File: config.mk
export PLATFORM = sky130hd
export DESIGN_NAME = line_hazard_check
export DESIGN_NICKNAME = d
export VERILOG_FILES = /design/src/rtl/hz_pkg.sv /design/src/rtl/hz_entry_scan.sv /design/src/rtl/hz_stage_scan.sv /design/src/rtl/line_hazard_check.sv
export SDC_FILE = /design/constraint.sdc
export NUM_CORES = 1
export LEC_CHECK = 0
export BUFFER_PORTS_ARGS = -buffer_cell sky130_fd_sc_hd__clkbuf_2
export CORE_AREA = 2 2 311 313
export DETAILED_ROUTE_END_ITERATION = 7
export DIE_AREA = 0 0 313 315
export SLEW_MARGIN = 20
export SYNTH_ARGS = -nofsm -noshare
export SYNTH_HDL_FRONTEND = slang
export SYNTH_SLANG_ARGS = --single-unit
File: constraint.sdc
create_clock -name vclk -period 7.86
set_input_delay 1.965 -clock vclk [all_inputs]
set_output_delay 1.965 -clock vclk [all_outputs]
set_load 0.05 [all_outputs]
File: src/rtl/hz_pkg.sv
package hz_pkg;

  localparam logic [2:0] K_LOAD   = 3'd0;
  localparam logic [2:0] K_STORE  = 3'd1;
  localparam logic [2:0] K_INVAL  = 3'd2;
  localparam logic [2:0] K_PRELD  = 3'd3;
  localparam logic [2:0] K_UNLOCK = 3'd4;
  localparam logic [2:0] K_REFILL = 3'd5;

  // Line index of a byte address: offset bits inside the line dropped.
  function automatic logic [63:0] line_idx(input logic [63:0] a, input int unsigned lsb);
    return a >> lsb;
  endfunction

  // True when the candidate line equals the all-ones line of an aw-bit address.
  function automatic logic is_wild(input logic [63:0] a, input int unsigned aw,
                                   input int unsigned lsb);
    logic [63:0] top;
    top = (64'd1 << (aw - lsb)) - 64'd1;
    return line_idx(a, lsb) == top;
  endfunction

  // Candidate/other line match, with the wildcard folded in.
  function automatic logic line_hit(input logic [63:0] cand, input logic [63:0] other,
                                    input int unsigned aw, input int unsigned lsb);
    return (line_idx(cand, lsb) == line_idx(other, lsb)) || is_wild(cand, aw, lsb);
  endfunction

  // Candidate is less urgent than the other request (larger number).
  function automatic logic outranked(input logic [15:0] cand_p, input logic [15:0] other_p);
    return cand_p > other_p;
  endfunction

endpackage

File: src/rtl/hz_entry_scan.sv
module hz_entry_scan
  import hz_pkg::*;
#(
  parameter int ADDR_W     = 32,
  parameter int PRIO_W     = 8,
  parameter int LINE_BYTES = 32,
  parameter int N          = 4
) (
  input  logic [ADDR_W-1:0]         cand_addr,
  input  logic [PRIO_W-1:0]         cand_prio,
  input  logic [N-1:0]              vld,
  input  logic [N-1:0][ADDR_W-1:0]  addr,
  input  logic [N-1:0][PRIO_W-1:0]  prio,
  output logic                      hit
);
  localparam int unsigned LSB = $clog2(LINE_BYTES);

  logic [N-1:0] ent_hit;

  for (genvar i = 0; i < N; i++) begin : g_ent
    assign ent_hit[i] = vld[i]
                      && line_hit(64'(cand_addr), 64'(addr[i]), ADDR_W, LSB)
                      && outranked(16'(cand_prio), 16'(prio[i]));
  end

  assign hit = |ent_hit;
endmodule

File: src/rtl/hz_stage_scan.sv
module hz_stage_scan
  import hz_pkg::*;
#(
  parameter int ADDR_W     = 32,
  parameter int PRIO_W     = 8,
  parameter int LINE_BYTES = 32,
  parameter int NSTAGE     = 4
) (
  input  logic [ADDR_W-1:0]                cand_addr,
  input  logic [PRIO_W-1:0]                cand_prio,
  input  logic [2:0]                       cand_kind,
  input  logic                             cand_pipe,
  input  logic [2*NSTAGE-1:0]              stg_vld,
  input  logic [2*NSTAGE-1:0][ADDR_W-1:0]  stg_addr,
  input  logic [2*NSTAGE-1:0][PRIO_W-1:0]  stg_prio,
  input  logic [2*NSTAGE-1:0][2:0]         stg_kind,
  output logic                             hit_xpipe,
  output logic                             hit_refill,
  output logic                             hit_own
);
  localparam int unsigned LSB = $clog2(LINE_BYTES);
  localparam int NS = 2 * NSTAGE;

  logic [NS-1:0] x_v, r_v, o_v;
  logic          cand_fill;

  assign cand_fill = (cand_kind == K_REFILL);

  for (genvar p = 0; p < 2; p++) begin : g_pipe
    for (genvar s = 0; s < NSTAGE; s++) begin : g_stg
      localparam int I = p * NSTAGE + s;
      logic same_line, own;
      assign same_line = line_hit(64'(cand_addr), 64'(stg_addr[I]), ADDR_W, LSB);
      assign own       = (cand_pipe == 1'(p));

      if (s == NSTAGE - 1) begin : g_last
        assign x_v[I] = stg_vld[I] && !own && same_line;
      end else begin : g_mid
        assign x_v[I] = 1'b0;
      end

      assign r_v[I] = stg_vld[I] && (stg_kind[I] == K_REFILL) && !cand_fill;
      assign o_v[I] = stg_vld[I] && own && same_line && !cand_fill
                    && outranked(16'(cand_prio), 16'(stg_prio[I]));
    end
  end

  assign hit_xpipe  = |x_v;
  assign hit_refill = |r_v;
  assign hit_own    = |o_v;
endmodule

File: src/rtl/line_hazard_check.sv
module line_hazard_check
  import hz_pkg::*;
#(
  parameter int ADDR_W     = 32,
  parameter int PRIO_W     = 8,
  parameter int LINE_BYTES = 32,
  parameter int QDEPTH     = 4,
  parameter int NSTAGE     = 4,
  parameter int NMISS      = 2
) (
  input  logic [ADDR_W-1:0]                 cand_addr,
  input  logic [PRIO_W-1:0]                 cand_prio,
  input  logic [2:0]                        cand_kind,
  input  logic                              cand_pipe,
  input  logic [QDEPTH-1:0]                 q_vld,
  input  logic [QDEPTH-1:0][ADDR_W-1:0]     q_addr,
  input  logic [QDEPTH-1:0][PRIO_W-1:0]     q_prio,
  input  logic [2*NSTAGE-1:0]               stg_vld,
  input  logic [2*NSTAGE-1:0][ADDR_W-1:0]   stg_addr,
  input  logic [2*NSTAGE-1:0][PRIO_W-1:0]   stg_prio,
  input  logic [2*NSTAGE-1:0][2:0]          stg_kind,
  input  logic [2*NMISS-1:0]                miss_vld,
  input  logic [2*NMISS-1:0][ADDR_W-1:0]    miss_addr,
  input  logic [2*NMISS-1:0][PRIO_W-1:0]    miss_prio,
  input  logic [1:0]                        ovf_vld,
  input  logic [1:0][ADDR_W-1:0]            ovf_addr,
  input  logic [1:0][PRIO_W-1:0]            ovf_prio,
  output logic                              yield
);
  // Named hazard sources, brought out for the checker.
  logic hit_queue, hit_miss, hit_ovf;
  logic hit_xpipe, hit_refill, hit_own;

  hz_entry_scan #(.ADDR_W(ADDR_W), .PRIO_W(PRIO_W), .LINE_BYTES(LINE_BYTES), .N(QDEPTH))
  u_queue (
    .cand_addr(cand_addr), .cand_prio(cand_prio),
    .vld(q_vld), .addr(q_addr), .prio(q_prio), .hit(hit_queue)
  );

  hz_entry_scan #(.ADDR_W(ADDR_W), .PRIO_W(PRIO_W), .LINE_BYTES(LINE_BYTES), .N(2*NMISS))
  u_miss (
    .cand_addr(cand_addr), .cand_prio(cand_prio),
    .vld(miss_vld), .addr(miss_addr), .prio(miss_prio), .hit(hit_miss)
  );

  hz_entry_scan #(.ADDR_W(ADDR_W), .PRIO_W(PRIO_W), .LINE_BYTES(LINE_BYTES), .N(2))
  u_ovf (
    .cand_addr(cand_addr), .cand_prio(cand_prio),
    .vld(ovf_vld), .addr(ovf_addr), .prio(ovf_prio), .hit(hit_ovf)
  );

  hz_stage_scan #(.ADDR_W(ADDR_W), .PRIO_W(PRIO_W), .LINE_BYTES(LINE_BYTES), .NSTAGE(NSTAGE))
  u_stage (
    .cand_addr(cand_addr), .cand_prio(cand_prio), .cand_kind(cand_kind),
    .cand_pipe(cand_pipe),
    .stg_vld(stg_vld), .stg_addr(stg_addr), .stg_prio(stg_prio), .stg_kind(stg_kind),
    .hit_xpipe(hit_xpipe), .hit_refill(hit_refill), .hit_own(hit_own)
  );

  assign yield = hit_queue | hit_miss | hit_ovf | hit_xpipe | hit_refill | hit_own;
endmodule

==> results list <==
* Post-synthesis net count: 2192
* Layout cell share with drive strength beyond 1: ~40%
- In this run the cell area of the synthesized design comes to roughly 9500 sq um.
- Tightest slew margin relative to the limit: about a third
- Top-area cell type share of the netlist area: a little under a quarter
- Chip height: 315 um
* Final design utilization: 15.7%
- Post-CTS repair changed the size of 0 cells.
- Adder-cell area share of the yosys netlist: 19.0%
- After synthesis, the share of cell area in mux cells is 0%.
* Multi-input combinational cell area: between 8000 and 9000 sq um
* Transition time at the pin with the least slew margin: around 0.98 ns
* Area fraction in and, or, nand and nor cells after synthesis: between 10% and 20%
- Storage element area: 0 sq um
* Post-synth top area cell: sky130_fd_sc_hd__xor2_1
- Entering global routing, the biggest net connects 19 pins.
- For this configuration, the core starts out at a cell density of 9.89%.
* Area growth, synth to finish: 59.1%
- Endpoints failing setup: 0
- The first global-routing pass estimated approximately 110000 um of wire.
- Clock buffer instance count of the final layout: 0
* Max-Cap Viols: 0
- Post-route setup TNS: 0 ns
- In this run the tool buffered the top-level ports with a little over 700 buffer cells.
- The die covers just under 100000 sq um.
- In this run the worst hold path is classified as in -> out.
- For this run the aggregate overflow at the end of global routing stands at 0.
* Core Region: 95700 sq um
* Top fanout value on the critical path: 10
- Max Clock Freq: between 100 and 150 MHz
- Dominant cells by area after synthesis: sky130_fd_sc_hd__xor2_1 (23%), sky130_fd_sc_hd__xnor2_1 (21%), sky130_fd_sc_hd__ha_1 (19%), sky130_fd_sc_hd__nand4_1 (7.6%), sky130_fd_sc_hd__inv_1 (5.2%)
- After layout, the worst path uses 91.2% of the clock period.
- Hpwl dp: between 70000 and 80000 um
- For this run, the number of Yosys warnings is 0.
- Synth Area in Compound Gates: 10.1%
- Summing the areas of all xor and xnor instances in the mapped netlist gives between 40% and 50% of the synthesized area.
- Sort of element at the start of the critical path: input pin
- The final hold violation count is 0.
- Via count: approximately 13k
* Peak supply drop: between 0.03 and 0.04 mV
* Post-CTS repair timing setup buffer count: 0
- The worst path needs 7.17 ns of the cycle, external delays included.
* Main combinational cell family by area after synthesis: XOR/XNOR gates
* Mapped Cells: around 1.2k
- STA classifies the critical path endpoint as an output pin.
- The net count of the finished layout is between 2k and 3k.
* Post-synthesis average cell area: about 7.6 sq um
- After floorplanning, the core was divided into roughly 110 placement rows.
* Detail Route Antenna Nets: 0
- Via-to-Cell Ratio: 3.85
* P per Cell Area: about 56 nW/um^2
- Number of design-rule violations left by the first detailed-router iteration: roughly 570
- Leakage power total: ~0.0073 uW
- Data on the critical path arrives at its endpoint at about 5.2 ns.
- The die is 313 um wide.
- Data on the critical path is required at its endpoint by between 5 and 6 ns.
- Worst slack after detailed placement: around 0.58 ns
- The flow ran to the end, and the final reports show no timing, DRC or antenna violations.
- WL final: 83000 um
* Post-DR wirelength/cell: 25.4 um
- The pre-antenna-repair detailed-routing pass consisted of 5 iterations.
- The via count of the first global-routing pass was approximately 13k.
- Number of hold buffers added after CTS: 0
- Unrepaired setup endpoints after global routing: false
- The congestion estimate from routability-driven global placement came to slightly below 0.9.
- Kind of critical path: in -> out
- Global routing used approximately 16% of the available tracks.
- Counting the fill cells in the layout gives between 10k and 15k.
- The number of antenna violations at the first check in global routing is 28.
* Top-Level Pins: between 800 and 900
- The synthesized netlist contains 44 unique library cells.
- The number of max-slew violations in the final report came to 0.
* Number of remaining DRC errors: 0
- Layout sequential cell count: 0
* Share of the yosys chip area belonging to registers: 0%
* Min setup slack post-route: 0.689 ns
==> cells by family after synthesis <==
logic type | Yosys count
XOR/XNOR | 486
AND/OR/NAND/NOR | 274
buffers and inverters | 185
AO/OA/AOI/OAI | 153
adder cells (fa/ha/maj) | 144
==> critical path: stages <==
cell	delay, ns
sky130_fd_sc_hd__clkbuf_2	0.71
sky130_fd_sc_hd__buf_4	0.27
sky130_fd_sc_hd__xor2_1	0.50
sky130_fd_sc_hd__nor4_1	0.12
sky130_fd_sc_hd__nand4_1	0.21
sky130_fd_sc_hd__nor4_1	0.11
sky130_fd_sc_hd__o2bb2ai_1	0.13
sky130_fd_sc_hd__a221o_1	0.28
sky130_fd_sc_hd__o31ai_1	0.43
sky130_fd_sc_hd__nand4_1	0.24
sky130_fd_sc_hd__buf_12	0.22
==> where the power goes <==
group | internal, uW | switching (uW) | total [uW]
sequential | 0 | 0 | 0
clock | 0.000137 | 0 | 0.000137
combinational | 377 | 472 | 850
total | 377 | 472 | 850
==> per-layer routing <==
metal	routed length (um)	vias up	global-route usage, %
li1	-	5826	-
met1	34000	5790	19.4
met2	39700	742	28.3
met3	5660	184	2.94
met4	3550	28	5.73
met5	186	-	0
==> worst paths after layout <==
path	end	start	depth (start not counted)	slack [ns]
max	yield	cand_addr[31]	11	0.69
min	yield	cand_kind[0]	5	4.70
==> cell type report <==
type               instances  area share (%)
repair buffers           796            28.4
multi-input cells       1057            57.6
inverters                131            3.26
well taps               1276            10.6
diodes                     8           0.133
==> stage by stage <==
stage | total power [uW] | instance area, sq um | cells | hold slack [ns]
2_1_floorplan | 402 | 9470 | 1242 | 4.42
3_3_place_gp | 852 | 15000 | 3260 | 4.77
3_5_place_dp | 864 | 15000 | 3260 | 4.78
4_1_cts | 868 | 15000 | 3260 | 4.78
5_1_grt | 931 | 15100 | 3267 | 4.80
6_report | 850 | 15100 | 3268 | 4.70
==> cell usage in the layout (no fill, tap or decap), types with 2 or more instances in the layout <==
| cell | n |
|---|---|
| sky130_fd_sc_hd__ha_1 | 144 |
| sky130_fd_sc_hd__o21ai_0 | 28 |
| sky130_fd_sc_hd__clkbuf_2 | 711 |
| sky130_fd_sc_hd__nand2_1 | 17 |
| sky130_fd_sc_hd__o21a_1 | 15 |
| sky130_fd_sc_hd__o21ai_1 | 8 |
| sky130_fd_sc_hd__nor2b_1 | 19 |
| sky130_fd_sc_hd__nor2_1 | 8 |
| sky130_fd_sc_hd__xor2_1 | 254 |
| sky130_fd_sc_hd__nand4b_1 | 8 |
| sky130_fd_sc_hd__o211ai_1 | 14 |
| sky130_fd_sc_hd__buf_12 | 7 |
| sky130_fd_sc_hd__a221o_1 | 2 |
| sky130_fd_sc_hd__o2111ai_1 | 4 |
| sky130_fd_sc_hd__o31ai_1 | 2 |
| sky130_fd_sc_hd__a21o_1 | 4 |
| sky130_fd_sc_hd__or2_1 | 2 |
| sky130_fd_sc_hd__nor3_1 | 18 |
| sky130_fd_sc_hd__buf_4 | 78 |
| sky130_fd_sc_hd__diode_2 | 8 |
| sky130_fd_sc_hd__inv_1 | 131 |
| sky130_fd_sc_hd__a21oi_1 | 59 |
| sky130_fd_sc_hd__o211a_1 | 2 |
| sky130_fd_sc_hd__xnor2_1 | 232 |
| sky130_fd_sc_hd__a211oi_1 | 3 |
| sky130_fd_sc_hd__nand4_1 | 115 |
| sky130_fd_sc_hd__nor4_1 | 68 |
| sky130_fd_sc_hd__nand3_1 | 13 |
==> cells in the mapped netlist, types with 13 or more instances <==
library cell	n
sky130_fd_sc_hd__nor4_1	69
sky130_fd_sc_hd__xnor2_1	232
sky130_fd_sc_hd__nor3_1	18
sky130_fd_sc_hd__nor2b_1	19
sky130_fd_sc_hd__o21ai_0	28
sky130_fd_sc_hd__nand2_1	17
sky130_fd_sc_hd__nand3_1	13
sky130_fd_sc_hd__nand4_1	115
sky130_fd_sc_hd__xor2_1	254
sky130_fd_sc_hd__a21oi_1	59
sky130_fd_sc_hd__buf_2	42
sky130_fd_sc_hd__o211ai_1	14
sky130_fd_sc_hd__o21a_1	15
sky130_fd_sc_hd__inv_1	131
sky130_fd_sc_hd__ha_1	144
Note: power is estimated with default switching activity, not from simulation.
